File: src/rtl/itmr_pkg.sv
package itmr_pkg;
  typedef enum logic {
    TGT_COUNT   = 1'b0,
    TGT_COMPARE = 1'b1
  } wr_tgt_e;
endpackage

File: src/rtl/itmr_counter.sv
module itmr_counter #(
  parameter int CNT_W = 32
) (
  input  logic             clk,
  input  logic             rst_n,
  input  logic             tick_en,
  input  logic             freeze,
  input  logic             load,
  input  logic [CNT_W-1:0] load_val,
  output logic [CNT_W-1:0] count_q,
  output logic             advance
);
  function automatic logic [CNT_W-1:0] cnt_next(
    input logic [CNT_W-1:0] cur,
    input logic             ld,
    input logic [CNT_W-1:0] ldv,
    input logic             step
  );
    if (ld)        return ldv;
    else if (step) return cur + CNT_W'(1);
    else           return cur;
  endfunction

  assign advance = tick_en && !freeze && !load;

  always_ff @(posedge clk) begin
    if (!rst_n) count_q <= '0;
    else        count_q <= cnt_next(count_q, load, load_val, advance);
  end
endmodule

File: src/rtl/itmr_match.sv
module itmr_match #(
  parameter int CNT_W = 32
) (
  input  logic             clk,
  input  logic             rst_n,
  input  logic             freeze,
  input  logic             cmp_wr,
  input  logic [CNT_W-1:0] cmp_val,
  input  logic [CNT_W-1:0] count_q,
  output logic [CNT_W-1:0] cmp_q,
  output logic             eq_now,
  output logic             match_evt,
  output logic             pending
);
  localparam logic [CNT_W-1:0] CMP_RST = {CNT_W{1'b1}};

  logic eq_q;

  function automatic logic pend_next(
    input logic cur,
    input logic clr,
    input logic set
  );
    if (clr)      return 1'b0;
    else if (set) return 1'b1;
    else          return cur;
  endfunction

  assign eq_now    = (count_q == cmp_q);
  assign match_evt = eq_now && !eq_q && !freeze;

  always_ff @(posedge clk) begin
    if (!rst_n) begin
      cmp_q   <= CMP_RST;
      eq_q    <= 1'b0;
      pending <= 1'b0;
    end else begin
      if (cmp_wr) cmp_q <= cmp_val;
      eq_q    <= eq_now;
      pending <= pend_next(pending, cmp_wr, match_evt);
    end
  end
endmodule

File: src/rtl/itmr_route.sv
module itmr_route #(
  parameter int LINES = 8,
  parameter int SEL_W = 3
) (
  input  logic [SEL_W-1:0] sel,
  input  logic             active,
  output logic [LINES-1:0] lines
);
  for (genvar i = 0; i < LINES; i++) begin : g_line
    assign lines[i] = active && (sel == SEL_W'(i));
  end
endmodule

File: src/rtl/interval_timer.sv
module interval_timer #(
  parameter int CNT_W = 32,
  parameter int LINES = 8,
  localparam int SEL_W = (LINES > 1) ? $clog2(LINES) : 1
) (
  input  logic             clk,
  input  logic             rst_n,
  input  logic             tick_en,
  input  logic             freeze,
  input  logic             wr_en,
  input  logic             wr_sel,
  input  logic [CNT_W-1:0] wr_data,
  input  logic [SEL_W-1:0] route_sel,
  output logic [CNT_W-1:0] rd_count,
  output logic             pending,
  output logic [LINES-1:0] irq_lines
);
  import itmr_pkg::*;

  logic             cnt_wr;
  logic             cmp_wr;
  logic             advance;
  logic             eq_now;
  logic             match_evt;
  logic [CNT_W-1:0] count_q;
  logic [CNT_W-1:0] cmp_q;

  assign cnt_wr = wr_en && (wr_tgt_e'(wr_sel) == TGT_COUNT);
  assign cmp_wr = wr_en && (wr_tgt_e'(wr_sel) == TGT_COMPARE);

  itmr_counter #(.CNT_W(CNT_W)) u_counter (
    .clk      (clk),
    .rst_n    (rst_n),
    .tick_en  (tick_en),
    .freeze   (freeze),
    .load     (cnt_wr),
    .load_val (wr_data),
    .count_q  (count_q),
    .advance  (advance)
  );

  itmr_match #(.CNT_W(CNT_W)) u_match (
    .clk       (clk),
    .rst_n     (rst_n),
    .freeze    (freeze),
    .cmp_wr    (cmp_wr),
    .cmp_val   (wr_data),
    .count_q   (count_q),
    .cmp_q     (cmp_q),
    .eq_now    (eq_now),
    .match_evt (match_evt),
    .pending   (pending)
  );

  itmr_route #(.LINES(LINES), .SEL_W(SEL_W)) u_route (
    .sel    (route_sel),
    .active (pending),
    .lines  (irq_lines)
  );

  assign rd_count = count_q;
endmodule

File: config.mk
export PLATFORM = sky130hd
export DESIGN_NAME = interval_timer
export DESIGN_NICKNAME = d
export VERILOG_FILES = /design/src/rtl/itmr_pkg.sv /design/src/rtl/itmr_counter.sv /design/src/rtl/itmr_match.sv /design/src/rtl/itmr_route.sv /design/src/rtl/interval_timer.sv
export SDC_FILE = /design/constraint.sdc
export NUM_CORES = 1
export LEC_CHECK = 0
export CAP_MARGIN = 25
export CORE_MARGIN = 8
export CORE_UTILIZATION = 46
export DETAILED_ROUTE_END_ITERATION = 10
export PLACE_DENSITY = 0.83
export SYNTH_ARGS = -nofsm -noshare
export SYNTH_HDL_FRONTEND = slang
export SYNTH_HIERARCHICAL = 1
export SYNTH_SLANG_ARGS = --single-unit
File: constraint.sdc
create_clock -name clk -period 2.1 [get_ports clk]
set_clock_uncertainty 0.2 [all_clocks]
set_input_delay 0.42 -clock clk [delete_from_list [all_inputs] [get_ports clk]]
set_output_delay 0.42 -clock clk [all_outputs]
set_load 0.02 [all_outputs]
==> results by stage <==
Route:
- In this run the remaining antenna-violating nets after routing total 0.
- The final wirelength is 12200 um.
- The count of TritonRoute iterations in the first routing pass is 5.
- The post-detailed-route DRC marker count is 0.
- The via density per instance is 5.94.
- The starting DRC count in detailed routing is approximately 310.
- For this block, the via count after detailed routing is slightly below 4k.
- The post-detailed-route wirelength per cell is 18.7 um.

Clock network:
- In this run, CTS created clock tree buffers numbering 9.
- The TritonCTS clock tree is built.
- In this run, post-CTS hold repair placed 0 buffers.
- The number of buffers inserted by post-CTS setup repair is 0.
- The clock edge transition at the registers on the reported setup and hold paths is 0.08 ns.
- The H-tree generated during clock tree synthesis spans 3 levels.
- The clock reaches the later pin of the worst-skew pair after around 0.35 ns.
- CTS placed an instance of clkbuf_8 at the clock tree root.
- The buffer depth of the longest clock path is 2.
- The count of clock tree sinks is 66.

Floorplan:
- In this run the core area contains 32 standard-cell rows.
- The placeable core area is 7730 um^2.
- a little over 80 I/O pins were placed.
- The initial utilization of the core area, before any placement, comes to between 40% and 50%.
- The die width is 105 um.
- The die covers 11100 um^2.
- The y dimension of the die is between 100 and 150 um.

Critical path:
- STA classifies the critical path endpoint as a flop.
- Data on the critical path is required at its endpoint by 2.20 ns.
- The signal on the critical path passes through clkdlybuf4s50_1 -> and2b_2 -> nor3b_1 -> nand2_1 -> buf_4 -> nor4_1 -> a211o_1.
- The maximum fanout count along the critical path is 5.
- The critical path launch point type is a primary input.
- Data arrives at the worst endpoint at about 2.2 ns.
- On the critical path, the stage with the largest delay is an instance of clkdlybuf4s50_1.
- The worst register-to-register path has a setup slack of around 0.06 ns.
- The category of the most critical setup path is in -> reg.
- On the worst path, the slowest cell contributes a delay of a little under 0.5 ns.

GRT:
- The remaining global-route overflow is 0.
- The global-route wire length before repair is around 19000 um.
- The initial antenna violation count is 0.
- The total global-route track usage is between 20% and 30%.
- The largest net degree at the start of global routing is 42.
- The via count of the first global-routing pass is approximately 3.8k.

Place:
- The post-placement setup slack is -0.440 ns.
- The number of port buffers is just over 80.
- The congestion estimate from routability-driven global placement came to between 0.8 and 0.9.
- Detailed placement ended at an HPWL of between 9000 and 10000 um.

Cells and area:
- The layout net count is 585.
- The filler cells instantiated in the layout total between 600 and 700.
- The footprint of the multi-input gates is 2260 um^2.
- Relative to the synthesized area, the layout overhead comes to 40.8%.
- The share of post-route cells with drive strength above 1 is between 10% and 20%.
- For this run, the share of the core covered by cells in the final layout is roughly two thirds.
- The number of antenna diodes is 0.
- Across the whole layout, storage elements account for ~1300 um^2.

STA:
- The worst path meets setup with between 0.05 and 0.06 ns of slack.
- The number of slew-limit violations in the final report is 0.
- The final critical delay including setup and external delays is just over 2 ns.
- The final number of setup-violating endpoints is 0.
- The transition time of the tightest slew-check pin is between 0.4 and 0.5 ns.
- The final count of hold timing violations was 0.
- The portion of the clock cycle consumed by the worst path in the final layout is roughly 98%.
- The maximum frequency from static timing analysis is 488 MHz.
- In this run the tightest slew margin relative to its limit is 70.5%.

Pwr:
- The static leakage is 2.14 nW.
- For this design the ratio of total power to cell area is about 610 nW/um^2.
- The worst supply voltage drop on vdd is 0.000734 V.

Synth:
- The total of warnings raised by yosys is 6.
- After synthesis the cells add up to ~3700 um^2.
- Counting every instance in the synthesized netlist gives ~420.
- The per-instance average area after synthesis is 8.65 um^2.
- When the netlist entered floorplanning its net count stood at between 400 and 500.

Run:
- The max-cap violation count is 0.

Status:
- The run finished with clean final reports.

Min path:
- The worst hold path belongs to the class in -> reg.
-- timing repair --
action | 4_1_cts | 5_1_grt
pin swaps | 0 | 2
endpoints found under the hold margin | 0 | 0
setup endpoints to repair | 20 | 20
gates resized for setup | 40 | 17
-- cell usage in the layout, fill, tap and decap left out, types with 6 or more instances in the layout --
cell	n
nor3_1	8
a21oi_1	7
nand4_1	14
nand3_1	13
or4_1	10
nand2b_1	11
clkdlybuf4s50_1	45
nor4_1	15
a31oi_1	7
dlygate4sd2_1	14
o21ai_0	27
clkbuf_8	11
clkdlybuf4s15_2	6
nand2_1	66
buf_4	50
xor2_1	36
dfxtp_2	10
dfxtp_1	54
mux2i_1	32
dlymetal6s2s_1	13
-- per-stage QoR --
step	hold WS (ns)	area [um^2]	total power [mW]	TNS (ns)	std cells
floorplan	0.262	3700	1.71	-0.00209	424
global placement	0.273	4920	2.02	-8.94	634
detailed placement	0.280	4920	2.04	-10.17	634
CTS	0.170	5110	3.13	0	650
global route	0.188	5160	3.24	-0.0164	650
finish	0.195	5160	3.13	0	650
-- per-layer routing --
metal | up-vias | routed length, um | track usage [%]
li1 | 1799 | - | -
met1 | 1827 | 4880 | 24.2
met2 | 198 | 5940 | 36.4
met3 | 40 | 968 | 6.15
met4 | 0 | 399 | 8.15
met5 | - | 0 | 0
-- sequential cells by signal, summed over array words and instances, names as in the netlist --
register	cells
u_match/cmp_q	32
u_match/pending	1
u_match/eq_q	1
u_counter/count_q	32
-- power by group --
part	switching (mW)	total [mW]	internal [mW]
logic	0.322	0.616	0.294
clock network	0.503	1.11	0.611
registers	0.0710	1.40	1.32
total	0.896	3.13	2.23
-- worst max-delay path: cells and delay by family --
kind                   cells  cell delay, ns
AO/OA/AOI/OAI              1            0.14
buffers and inverters      2            0.65
AND/OR/NAND/NOR            4            0.93
-- worst paths after layout --
kind / from / endpoint / depth (start not counted)
setup / recovery: wr_sel / u_counter/count_q[24] / 7
setup reg to reg: u_counter/count_q[16] / u_counter/count_q[20] / 4
hold / removal: rst_n / u_match/eq_q / 3
hold reg to reg: u_match/cmp_q[28] / u_match/cmp_q[28] / 2
-- area by class of cell --
class                      instances  area share, %
multi-input combinational        331           43.7
sequential                        66           26.0
timing repair buffer             132           23.6
clock buffer                      12           3.00
tap                              102           2.47
clock inverter                     4          0.969
inverter                           3          0.291
Note: power is estimated with default switching activity, not from simulation.
